==> src/rtl/sai_pin_pkg.sv <==
// Package: shared pin-role encoding and helpers for the serial audio pin mux.
// Assumes two pins per instance: index 0 bit clock, index 1 frame sync.
package sai_pin_pkg;

    typedef enum logic [2:0] {
        ROLE_OFF      = 3'd0,
        ROLE_GPIO_IN  = 3'd1,
        ROLE_GPIO_OUT = 3'd2,
        ROLE_SER_IN   = 3'd3,
        ROLE_SER_OUT  = 3'd4,
        ROLE_FLAG_IN  = 3'd5,
        ROLE_FLAG_OUT = 3'd6,
        ROLE_BUFEN    = 3'd7
    } pin_role_t;

    // True for every role that enables the pad driver.
    function automatic logic role_drives(pin_role_t r);
        return (r == ROLE_GPIO_OUT) || (r == ROLE_SER_OUT) ||
               (r == ROLE_FLAG_OUT) || (r == ROLE_BUFEN);
    endfunction

endpackage

==> src/rtl/sai_pin_sync.sv <==
// Module: multi-stage synchronizer for one asynchronous pad input.
// Assumes STAGES >= 2; output is the last stage, cleared by reset.
module sai_pin_sync #(
    parameter int STAGES = 2
) (
    input  logic clk,
    input  logic rst_n,
    input  logic d,
    output logic q
);
    logic [STAGES-1:0] chain_q;

    // Shift the pad level through the flop chain.
    always_ff @(posedge clk) begin
        if (!rst_n) chain_q <= '0;
        else        chain_q <= {chain_q[STAGES-2:0], d};
    end

    assign q = chain_q[STAGES-1];
endmodule

==> src/rtl/sai_pin_role.sv <==
// Module: decodes one pin's role from configuration and sequences role
// changes through one disconnected cycle. IS_FS selects the frame-sync
// pin variant (buffer-enable role available). Reset leaves the pin off.
module sai_pin_role
    import sai_pin_pkg::*;
#(
    parameter bit IS_FS = 1'b0
) (
    input  logic      clk,
    input  logic      rst_n,
    input  logic      serial_en,
    input  logic      sync_mode,
    input  logic      xbuf_sel,
    input  logic      dir_out,
    input  logic [1:0] gmode,
    output pin_role_t role_q
);
    pin_role_t role_tgt;

    // Pick the requested role from the configuration bits.
    always_comb begin
        role_tgt = ROLE_OFF;
        if (!serial_en) begin
            case (gmode)
                2'b01:   role_tgt = ROLE_GPIO_IN;
                2'b10:   role_tgt = ROLE_GPIO_OUT;
                default: role_tgt = ROLE_OFF;
            endcase
        end else if (!sync_mode) begin
            role_tgt = dir_out ? ROLE_SER_OUT : ROLE_SER_IN;
        end else if (IS_FS && xbuf_sel) begin
            role_tgt = dir_out ? ROLE_BUFEN : ROLE_OFF;
        end else begin
            role_tgt = dir_out ? ROLE_FLAG_OUT : ROLE_FLAG_IN;
        end
    end

    // Move to the requested role, passing through OFF for one cycle.
    always_ff @(posedge clk) begin
        if (!rst_n)                                        role_q <= ROLE_OFF;
        else if (role_tgt != role_q && role_q != ROLE_OFF) role_q <= ROLE_OFF;
        else                                               role_q <= role_tgt;
    end


    role_break_chk: assert property (@(posedge clk) disable iff (!rst_n)
        (role_q != $past(role_q)) |-> ($past(role_q) == ROLE_OFF || role_q == ROLE_OFF));
endmodule

==> src/rtl/sai_flag_latch.sv <==
// Module: output-flag hold register and input-flag capture register for
// one pin. Both move only on the update strobe; capture is further gated
// by the input-flag role. The input is already synchronized.
module sai_flag_latch (
    input  logic clk,
    input  logic rst_n,
    input  logic upd,
    input  logic cap_en,
    input  logic of_bit,
    input  logic pin_sync,
    output logic of_q,
    output logic if_q
);
    // Load the output flag value at each update strobe.
    always_ff @(posedge clk) begin
        if (!rst_n)   of_q <= 1'b0;
        else if (upd) of_q <= of_bit;
    end

    // Capture the synchronized pin level when acting as input flag.
    always_ff @(posedge clk) begin
        if (!rst_n)             if_q <= 1'b0;
        else if (upd && cap_en) if_q <= pin_sync;
    end


    of_hold_chk: assert property (@(posedge clk) disable iff (!rst_n)
        !upd |=> $stable(of_q));


    if_hold_chk: assert property (@(posedge clk) disable iff (!rst_n)
        !(upd && cap_en) |=> $stable(if_q));


    if_load_chk: assert property (@(posedge clk) disable iff (!rst_n)
        (upd && cap_en) |=> (if_q == $past(pin_sync)));
endmodule

==> src/rtl/sai_pin_mux.sv <==
// Module: top of the serial audio pin multiplexer. Per pin: role decode,
// synchronizer, flag registers and pad steering. Index 0 = bit-clock pin
// (flag 0), index 1 = frame-sync pin (flag 1). Pads are driven when
// pad_oe is set; pad_out is 0 whenever the pin is not driving.
module sai_pin_mux
    import sai_pin_pkg::*;
#(
    parameter int SYNC_STAGES = 2
) (
    input  logic       clk,
    input  logic       rst_n,
    input  logic [1:0] cfg_serial_en,
    input  logic       cfg_sync,
    input  logic       cfg_xbuf_sel,
    input  logic       cfg_net,
    input  logic [1:0] cfg_dir,
    input  logic [3:0] gpio_mode,
    input  logic [1:0] gpio_dout,
    output logic [1:0] gpio_din,
    input  logic [1:0] of_bits,
    output logic [1:0] if_bits,
    input  logic       core_fs_strobe,
    input  logic       core_slot_strobe,
    input  logic [1:0] core_drv,
    input  logic       core_bufen,
    output logic [1:0] core_rcv,
    input  logic [1:0] pad_in,
    output logic [1:0] pad_out,
    output logic [1:0] pad_oe
);
    localparam int NPINS = 2;

    logic upd;

    // Choose the flag update strobe for the current framing mode.
    assign upd = cfg_net ? core_slot_strobe : core_fs_strobe;

    for (genvar i = 0; i < NPINS; i++) begin : g_pin
        pin_role_t role;
        logic      pin_s;
        logic      of_q;

        sai_pin_role #(.IS_FS(i == 1)) u_role (
            .clk       (clk),
            .rst_n     (rst_n),
            .serial_en (cfg_serial_en[i]),
            .sync_mode (cfg_sync),
            .xbuf_sel  (cfg_xbuf_sel),
            .dir_out   (cfg_dir[i]),
            .gmode     (gpio_mode[2*i +: 2]),
            .role_q    (role)
        );

        sai_pin_sync #(.STAGES(SYNC_STAGES)) u_sync (
            .clk   (clk),
            .rst_n (rst_n),
            .d     (pad_in[i]),
            .q     (pin_s)
        );

        sai_flag_latch u_flag (
            .clk      (clk),
            .rst_n    (rst_n),
            .upd      (upd),
            .cap_en   (role == ROLE_FLAG_IN),
            .of_bit   (of_bits[i]),
            .pin_sync (pin_s),
            .of_q     (of_q),
            .if_q     (if_bits[i])
        );

        // Steer the pad output value from the active role's source.
        always_comb begin
            case (role)
                ROLE_GPIO_OUT: pad_out[i] = gpio_dout[i];
                ROLE_SER_OUT:  pad_out[i] = core_drv[i];
                ROLE_FLAG_OUT: pad_out[i] = of_q;
                ROLE_BUFEN:    pad_out[i] = core_bufen;
                default:       pad_out[i] = 1'b0;
            endcase
        end

        // Enable the driver and route inputs according to the role.
        assign pad_oe[i]   = role_drives(role);
        assign core_rcv[i] = (role == ROLE_SER_IN)  ? pad_in[i] : 1'b0;
        assign gpio_din[i] = (role == ROLE_GPIO_IN) ? pin_s     : 1'b0;


        rcv_vs_oe_chk: assert property (@(posedge clk) disable iff (!rst_n)
            core_rcv[i] |-> !pad_oe[i]);
    end
endmodule

==> config.mk <==
export PLATFORM = sky130hd
export DESIGN_NAME = sai_pin_mux
export DESIGN_NICKNAME = d
export VERILOG_FILES = /design/src/rtl/sai_pin_pkg.sv /design/src/rtl/sai_pin_sync.sv /design/src/rtl/sai_pin_role.sv /design/src/rtl/sai_flag_latch.sv /design/src/rtl/sai_pin_mux.sv
export SDC_FILE = /design/constraint.sdc
export NUM_CORES = 1
export LEC_CHECK = 0
export ABC_AREA = 1
export BUFFER_PORTS_ARGS = -buffer_cell sky130_fd_sc_hd__buf_2
export CAP_MARGIN = 0
export CORE_MARGIN = 10
export CORE_UTILIZATION = 47
export DETAILED_ROUTE_END_ITERATION = 6
export PLACE_DENSITY = 0.77
export SLEW_MARGIN = 20
export SYNTH_ARGS = -nofsm -noshare
export SYNTH_HDL_FRONTEND = slang
export SYNTH_SLANG_ARGS = --single-unit
==> constraint.sdc <==
create_clock -name clk -period 1.4 [get_ports clk]
set_input_delay 0.14 -clock clk [delete_from_list [all_inputs] [get_ports clk]]
set_output_delay 0.14 -clock clk [all_outputs]
set_load 0.05 [all_outputs]
==> impl_metrics.csv, run 1 <==
group,metric,value,unit
sta,setup_violations,3,
yosys,synth_cell_types,20,
power,power_frac_clock,20.6,%
sta,max_slew.worst_pin.slew,0.2555,ns
placed_design,dp_hpwl,1.875,mm
yosys,yosys_register_bits,14,
yosys,syn_avg_cell_area,6.026,sq um
setup_path,slowest_delay,0.36,ns
placed_design,placedCellCount,203,
drt,totalWireLength,2.301,mm
sta,whs,0.05108,ns
cells_and_area,syn2layout_area_growth,43.79,%
power,power.internal,680.7,uW
sta,fmax,679.9,MHz
power,p_sw,383.5,uW
die,start_util,50.21,%
cells_and_area,drive_gt1_share,42.16,%
die,dieArea,0.004021,sq mm
run_status,status,"complete, but fails checks",
power,p_sw_share,36.03,%
grt,grt_max_degree,11,
setup_path,arrival,1.33,ns
clocking,cts_max_level,1,
cells_and_area,fin_nets,213,
sta,drv_slew,0,
power,seqPwrFrac,42.8,%
grt,grt_pass1_vias,922,
yosys,synth_cells,147,
setup_path,crit_slowest_cell,"dfxtp_4",
run_status,violations,"setup timing",
setup_path,path_common_cell,"nor2_4",
sta,skew,0.001906,ns
grt,antenna_found_initial,0,
drt,dr.pass1.iters,4,
clocking,cts_buffers,3,
die,core.rowCount,15,
cells_and_area,utilization,72.20,%
sta,hold_violations,0,
sta,relSlewSlack,83.08,%
cells_and_area,n_antenna_cell,0,
clocking,clockBufferDepth,2,
sta,period_share,105.1,%
drt,wl_per_cell,10.96,microns
cells_and_area,fin_cells,210,
setup_path,path_cells,"inv_2 -> nor2_4 -> nor2_2 -> nor2_4 -> o21ai_2 -> a31oi_4 -> buf_6",
job,max-cap-violations,0,
yosys,syn_area,885.9,sq um
worst_hold_path,hold_path.class,"primary input to flop",
die,die_h,63.42,microns
clocking,cts_tree,"yes",
yosys,yosysSeqAreaShare,31.64,%
drt,vias_per_cell,4.652,
placed_design,port_buffers,33,
grt,track_usage,11.80,%
cells_and_area,fillers,167,
drt,route.antenna.remaining_nets,0,
setup_path,crit_type,"flop to primary output",
die,ioPinCount,34,
sta,timing.final.ws_setup,-0.07076,ns
clocking,clk_pin_slew,0.08,ns
setup_path,crit_path_end_kind,"primary output",
setup_path,cp-start-kind,"flop",
power,power.total,1064,uW
yosys,syn_nets,173,
setup_path,worst-path-max-fanout,3,
power,power.density,835.5,mW/mm^2
power,power.leakage,0.0006699,uW
drt,drtIter0Drc,21,
clocking,clock-root-buffer,"clkbuf_4",
die,die_w,63.42,microns
setup_path,cp_data_required_time,1.26,ns
sta,period_needed,1.471,ns
placed_design,gp_congestion,0.8833,
clocking,insertion_delay,0.28,ns
clocking,clock_sinks,14,
grt,grt_pass1_wl,3.919,mm
clocking,cts_hold_buf,0,
grt,overflow,0,
power,irDropWorstVdd,616.7,uV
power,combinationalPowerShare,36.7,%
sta,rsz0062_at_grt,"yes",
drt,vias,977,
drt,drc,0,
die,fp.coreArea,0.001764,sq mm
yosys,synth_warnings,0,
-- final timing paths --
kind,start,end,slack (ns),cells after the start
worst min register to register,g_pin[0].u_sync.chain_q[0]$_SDFF_PN0_,g_pin[0].u_sync.chain_q[1]$_SDFF_PN0_,0.42,2
worst max-delay path,g_pin[0].u_role.role_q[1]$_SDFF_PP0_,pad_out[0],-0.07,7
worst max register to register,g_pin[0].u_role.role_q[1]$_SDFF_PP0_,g_pin[0].u_flag.if_q$_SDFFE_PN0P_,0.34,5
worst min-delay path,pad_in[0],g_pin[0].u_sync.chain_q[0]$_SDFF_PN0_,0.05,3
-- critical path, delay by kind of cell, from the launching register on --
family                 cells  cell delay [ns]
DFF                        1             0.36
and+or+nand+nor            3             0.24
buffers and inverters      2             0.23
AOI/OAI and AO/OA          2             0.22
-- layout make-up --
type	instances	area [sq um]	area share (%)
sequential	14	297.8	23.38
clock buffer	3	22.52	1.768
tap	25	31.28	2.456
multi-input combinational	101	568.0	44.60
inverter	27	101.3	7.957
timing repair buffer	40	252.7	19.84
-- metrics by stage --
stage	cell area (sq um)	TNS, ns	setup WS [ns]
after detailed placement	1131	-0.06188	-0.02543
final	1274	-0.1354	-0.07076
after CTS	1269	-0.1697	-0.08691
after global routing	1274	-0.3728	-0.1494
after floorplan	948.4	-0.2170	-0.1125
after global placement	1131	0	0.02473
-- repair_timing --
action	CTS	global route
gates cloned	0	0
hold endpoints to repair	0	0
setup endpoints to repair	6	6
pin swaps	5	1
resized for setup	31	3
buffers inserted	4	0
-- state kept, by name (all words and copies together) (netlist names) --
name and cells:
g_pin.u_flag.if_q 2, g_pin.u_flag.of_q 2, g_pin.u_role.role_q 6, g_pin.u_sync.chain_q 4
-- per-layer routing --
metal	routed length [microns]	vias to the layer above	GRT usage, %
li1	-	532	-
met1	920	414	11.93
met2	1184	27	21.11
met3	171	4	5.477
met4	24	0	3.279
met5	0	-	0
-- cells by family after synthesis --
logic type / after synthesis / synth area share (%)
buffers and inverters: 32 / 15.53
flip-flops: 14 / 31.64
AND/OR/NAND/NOR: 81 / 38.70
XOR/XNOR: 1 / 0.9889
adder cells (fa/ha/maj): 2 / 2.824
AO/OA/AOI/OAI: 17 / 10.31
-- synth_stat cells --
library cell  count  area share [%]
nand2_1          39              17
inv_1            26              11
nor2_1           21             8.9
nand3_1          15             8.5
dfxtp_1          14              32
o21ai_0           8             4.5
a21oi_1           4             2.3
nand2_2           4             2.8
a31oi_1           2             1.4
buf_4             2             1.7
ha_1              2             2.8
o21ai_1           2             1.1
buf_2             1            0.56
buf_6             1             1.3
clkbuf_2          1            0.56
inv_2             1            0.42
nand2_4           1             1.3
o21ai_2           1            0.99
or2_2             1            0.71
xor2_1            1            0.99
-- power groups by stage --
stage,clock network [uW],logic [uW],registers [uW]
after floorplan,0,252,451
after global placement,0,324,461
after detailed placement,0,332,462
after CTS,229,388,454
after global routing,245,435,459
final,219,390,455
-- cell usage in the layout (no fill, tap or decap), drive strengths merged, types with 2 or more instances in the layout --
cell type and n:
nand2 44, buf 40, inv 27, nor2 21, nand3 15, dfxtp 14, o21ai 11, a21oi 4
clkbuf 3, a31oi 2, ha 2
No activity file was read; power rests on OpenSTA's default activity.
==> inputs of run 2 (changes only) <==
--- a/config.mk
+++ b/config.mk
@@ -11,8 +11,10 @@
 export CORE_MARGIN = 10
 export CORE_UTILIZATION = 47
 export DETAILED_ROUTE_END_ITERATION = 6
+export GPL_TIMING_DRIVEN = 0
 export PLACE_DENSITY = 0.77
 export SLEW_MARGIN = 20
 export SYNTH_ARGS = -nofsm -noshare
 export SYNTH_HDL_FRONTEND = slang
 export SYNTH_SLANG_ARGS = --single-unit
+export TNS_END_PERCENT = 50
==> impl_metrics.csv, run 2 (synthesis gave the netlist of run 1 again) <==
group,metric,value,unit
cells_and_area,fin_area,0.001363,sq mm
sta,rsz0062_at_grt,"yes",
placed_design,gp_congestion,0.8570,
drt,totalWireLength,2.517,mm
setup_path,path_cells,"inv_4 -> nor2_4 -> nor2_4 -> nor2_4 -> o21ai_2 -> a31oi_4 -> buf_6",
clocking,cts_tree,"yes",
power,power_frac_clock,24.8,%
power,p_sw,415.0,uW
cells_and_area,largest_register,"g_pin.u_role.role_q",
run_status,violations,"setup timing",
grt,overflow,0,
cells_and_area,fin_nets,218,
sta,skew,0.004749,ns
grt,track_usage,11.62,%
setup_path,slowest_delay,0.38,ns
cells_and_area,regArea,295.3,sq um
sta,drv_slew,0,
power,p_sw_share,35.18,%
setup_path,crit_slowest_cell,"dfxtp_4",
power,power.total,1180,uW
setup_path,worst-path-max-fanout,4,
clocking,insertion_delay,0.28,ns
clocking,cts_max_level,1,
setup_path,path_common_cell,"nor2_4",
drt,vias_per_cell,4.745,
placed_design,dp_hpwl,1.810,mm
cells_and_area,most-common-layout-cells,"nand2_1 (39), buf_2 (25), inv_1 (23), nand3_1 (15)",
sta,fmax,660.6,MHz
cells_and_area,final_common_cell,"nand2_1",
drt,route.antenna.remaining_nets,0,
setup_path,cp-start-kind,"flop",
sta,relSlewSlack,69.34,%
drt,dr.pass1.iters,4,
sta,timing.final.ws_setup,-0.1138,ns
setup_path,startpoint,"g_pin[0].u_role.role_q[1]$_SDFF_PP0_",
cells_and_area,reg_top3,"g_pin.u_role.role_q (6), g_pin.u_sync.chain_q (4)",
placed_design,pre_cts_ws,0.02634,ns
die,start_util,50.21,%
job,max-cap-violations,0,
cells_and_area,utilization,77.23,%
power,seqPwrFrac,38.4,%
setup_path,critical_path_depth,7,
setup_path,crit_path_end_kind,"primary output",
setup_path,crit_family,"flip-flops",
setup_path,arrival,1.37,ns
worst_hold_path,hold_path.class,"primary input to flop",
sta,setup_violations,3,
grt,grt_max_degree,11,
drt,vias,1025,
power,irDropWorstVdd,707.3,uV
placed_design,placedCellCount,204,
die,fp.coreArea,0.001764,sq mm
power,power.leakage,0.0007144,uW
worst_hold_path,min_path_cells,3,
clocking,clock_sinks,14,
cells_and_area,drive_gt1_share,41.88,%
cells_and_area,largest_reg_flops,6,
cells_and_area,fin_cells,216,
die,dieArea,0.004021,sq mm
setup_path,crit_type,"flop to primary output",
cells_and_area,multi_input_area,575.6,sq um
clocking,cts_buffers,3,
die,ioPinCount,34,
clocking,cts_hold_buf,0,
grt,grt_pass1_wl,3.912,mm
grt,grt_pass1_vias,982,
clocking,clock-root-buffer,"clkbuf_4",
sta,max_slew.worst_pin.slew,0.4552,ns
cells_and_area,n_antenna_cell,0,
cells_and_area,fillers,138,
power,combinationalPowerShare,36.8,%
die,core.rowCount,15,
setup_path,cp.buffers_inverters,2,
clocking,clk_pin_slew,0.08,ns
setup_path,cp_data_required_time,1.26,ns
placed_design,place_area,0.001137,sq mm
placed_design,port_buffers,32,
power,power.density,865.8,mW/mm^2
setup_path,ff2ff_path_depth,9,
clocking,clockBufferDepth,2,
power,power.internal,764.7,uW
setup_path,timing.rr.start,"g_pin[1].u_role.role_q[2]$_SDFF_PP0_",
drt,wl_per_cell,11.65,microns
die,die_h,63.42,microns
die,die_w,63.42,microns
drt,drc,0,
grt,antenna_found_initial,0,
cells_and_area,syn2layout_area_growth,53.81,%
run_status,status,"complete, but fails checks",
sta,period_needed,1.514,ns
sta,hold_violations,0,
drt,drtIter0Drc,21,
sta,period_share,108.1,%
worst_hold_path,holdCritStartpoint,"pad_in[0]",
run 2: metrics by stage:
stage | hold WS (ns) | TNS (ns)
after floorplan | 0.2335 | -0.3463
after global placement | 0.3376 | 0
after detailed placement | 0.3433 | 0
after CTS | 0.04945 | -0.3925
after global routing | 0.05921 | -0.7390
final | 0.05194 | -0.2976
run 2: worst paths after layout:
check | endpoint | slack [ns]
setup / recovery | pad_out[0] | -0.11
hold / removal | g_pin[0].u_sync.chain_q[0]$_SDFF_PN0_ | 0.05
setup reg to reg | g_pin[1].u_role.role_q[0]$_SDFF_PP0_ | 0.27
hold reg to reg | g_pin[1].u_sync.chain_q[1]$_SDFF_PN0_ | 0.42
run 2: per-layer routing:
| layer | GRT usage [%] | part of all wire, % | wire length [microns] |
|---|---|---|---|
| met3 | 4.770 | 4.8 | 121 |
| met1 | 10.55 | 36 | 916 |
| met5 | 0 | 0 | 0 |
| met4 | 3.825 | 0.48 | 12 |
| met2 | 22.49 | 58 | 1466 |
run 2: power groups by stage:
stage / registers, uW / logic [uW] / clock network (uW)
2_1_floorplan: 451 / 251 / 0
5_1_grt: 457 / 475 / 321
4_1_cts: 451 / 383 / 303
3_5_place_dp: 456 / 334 / 0
6_report: 453 / 435 / 292
3_3_place_gp: 455 / 326 / 0
run 2: area by class of cell:
class                           instances  share of cell area [%]
Inverter                               27                   7.989
Sequential cell                        14                   21.67
Tap cell                               25                   2.296
Timing Repair Buffer                   40                   19.65
Buffer                                  5                   3.489
Multi-Input combinational cell        101                   42.24
Clock buffer                            4                   2.663
run 2: worst min-delay path, stage by stage:
cell and delay (ns):
buf_2 0.09, nand2_1 0.04, inv_1 0.04
run 2: timing repair:
| action | CTS | global route |
|---|---|---|
| hold endpoints to repair | 0 | 0 |
| buffers inserted | 5 | 3 |
| cloned | 0 | 0 |
| setup endpoints to repair | 6 | 7 |
| pin swaps | 6 | 2 |
| gates resized for setup | 25 | 20 |
==> inputs of run 3 (changes only) <==
==> constraint.sdc (replaced) <==
create_clock -name clk -period 1.4 [get_ports clk]
set_input_delay 0 -clock clk [delete_from_list [all_inputs] [get_ports clk]]
set_output_delay 0 -clock clk [all_outputs]
set_load 0.05 [all_outputs]
==> impl_metrics.csv, run 3 (synthesis gave the netlist of run 1 again) <==
group,metric,value,unit
clocking,insertion_delay,0.28,ns
cells_and_area,utilization,74.04,%
drt,drtIter0Drc,9,
setup_path,cp_data_required_time,1.40,ns
placed_design,pre_cts_ws,0.07974,ns
grt,antenna_found_initial,0,
cells_and_area,largest_register,"g_pin.u_role.role_q",
grt,track_usage,11.70,%
drt,drc,0,
worst_hold_path,hold_path.class,"primary input to flop",
cells_and_area,n_antenna_cell,0,
clocking,cts_tree,"yes",
cells_and_area,drive_gt1_share,37.50,%
setup_path,crit_slowest_cell,"dfxtp_4",
grt,grt_pass1_vias,940,
sta,skew,0.0006131,ns
sta,drv_slew,0,
cells_and_area,fin_cells,217,
die,core.rowCount,15,
placed_design,gp_congestion,0.8524,
setup_path,path_cells,"inv_2 -> nor2_2 -> nor2_2 -> nor2_4 -> o21ai_2 -> a31oi_4 -> buf_6",
die,ioPinCount,34,
cells_and_area,fin_nets,220,
setup_path,crit_type,"flop to primary output",
grt,grt_max_degree,11,
die,die_h,63.42,microns
sta,hold_violations,0,
job,max-cap-violations,0,
grt,grt_pass1_wl,3.870,mm
setup_path,cp.buffers_inverters,2,
sta,setup_violations,0,
clocking,clock-root-buffer,"clkbuf_4",
drt,totalWireLength,2.319,mm
setup_path,cp-start-kind,"flop",
power,power.total,1064,uW
setup_path,path_common_cell,"nor2_2",
sta,period_needed,1.379,ns
placed_design,placedCellCount,204,
die,dieArea,0.004021,sq mm
cells_and_area,largest_reg_flops,6,
clocking,clockBufferDepth,2,
drt,vias,1007,
drt,wl_per_cell,10.69,microns
sta,timing.final.ws_setup,0.02119,ns
sta,fmax,725.3,MHz
die,fp.coreArea,0.001764,sq mm
clocking,cts_max_level,1,
setup_path,crit_family,"flip-flops",
power,power.density,814.7,mW/mm^2
cells_and_area,reg_top3,"g_pin.u_role.role_q (6), g_pin.u_sync.chain_q (4)",
die,start_util,50.21,%
cells_and_area,syn2layout_area_growth,47.46,%
cells_and_area,most-common-layout-cells,"nand2_1 (39), buf_2 (28), inv_1 (23), nand3_1 (15), nor2_1 (12)",
sta,period_share,98.49,%
cells_and_area,final_common_cell,"nand2_1",
setup_path,slowest_delay,0.36,ns
setup_path,arrival,1.38,ns
setup_path,crit_path_end_kind,"primary output",
clocking,clk_pin_slew,0.08,ns
placed_design,dp_hpwl,1.822,mm
sta,max_slew.worst_pin.slew,0.4265,ns
drt,dr.pass1.iters,4,
clocking,cts_buffers,3,
power,irDropWorstVdd,478.3,uV
drt,route.antenna.remaining_nets,0,
setup_path,worst-path-max-fanout,3,
clocking,clock_sinks,14,
sta,relSlewSlack,71.27,%
drt,vias_per_cell,4.641,
run_status,status,"complete, no violations",
die,die_w,63.42,microns
placed_design,port_buffers,32,
grt,overflow,0,
sta,rsz0062_at_grt,"yes",
power,power.leakage,0.0006938,uW
[run 3: cell count changes in the layout (fill, tap and decap cells not counted), sizes merged]
cell | before | now
dlygate4sd3 | 0 | 6
clkbuf | 6 | 4
buf | 43 | 40
[run 3: layout make-up]
class	count	area [sq um]
Buffer	5	41.29
Sequential cell	14	290.3
Inverter	27	101.3
Tap cell	25	31.28
Fill cell	159	457.9
Timing Repair Buffer	42	271.5
Clock buffer	3	22.52
Multi-Input combinational cell	101	548.0
[run 3: report_power, final]
group	internal, uW	switching, uW	total (uW)	leakage, uW
sequential	426	18.6	444	0.000117
clock	99.9	130	229	0.0000138
combinational	154	237	390	0.000563
[run 3: worst paths after layout]
kind / start / to / slack, ns / depth (start not counted)
worst max-delay path: g_pin[1].u_role.role_q[1]$_SDFF_PP0_ / pad_out[1] / 0.02 / 7
worst min-delay path: cfg_serial_en[1] / g_pin[1].u_role.role_q[2]$_SDFF_PP0_ / 0.02 / 3
worst max register to register: g_pin[0].u_role.role_q[2]$_SDFF_PP0_ / g_pin[0].u_role.role_q[1]$_SDFF_PP0_ / 0.27 / 6
worst min register to register: g_pin[1].u_sync.chain_q[0]$_SDFF_PN0_ / g_pin[1].u_sync.chain_q[1]$_SDFF_PN0_ / 0.42 / 2
[run 3: repair_timing]
action,CTS,global route
hold endpoints to repair,11,0
hold buffers,6,0
pin swaps,0,5
gates resized for setup,14,13
endpoints found under the setup margin,5,4
setup buffers,1,3
[run 3: worst reg2reg max path: cells and delay by family (launching register included)]
kind	cells	cell delay, ns
buf+inv	1	0.16
compound gates	1	0.15
flops	1	0.32
simple gates	3	0.28
xor+xnor	1	0.16
[run 3: per-stage QoR]
stage / hold slack (ns) / cell area (sq um) / setup TNS [ns]
after floorplan: 0.09345 / 939.7 / -0.01682
after CTS: 0.004110 / 1257 / -0.04430
after global routing: 0.02174 / 1306 / -0.1015
final: 0.01569 / 1306 / 0
after global placement: 0.1996 / 1131 / 0
after detailed placement: 0.1975 / 1131 / 0
[run 3: layer usage]
metal,vias up,global-route usage [%],wire length [microns]
li1,540,-,-
met1,444,10.77,931
met2,18,21.98,1224
met3,5,5.300,134
met4,0,4.098,29
met5,-,0,0
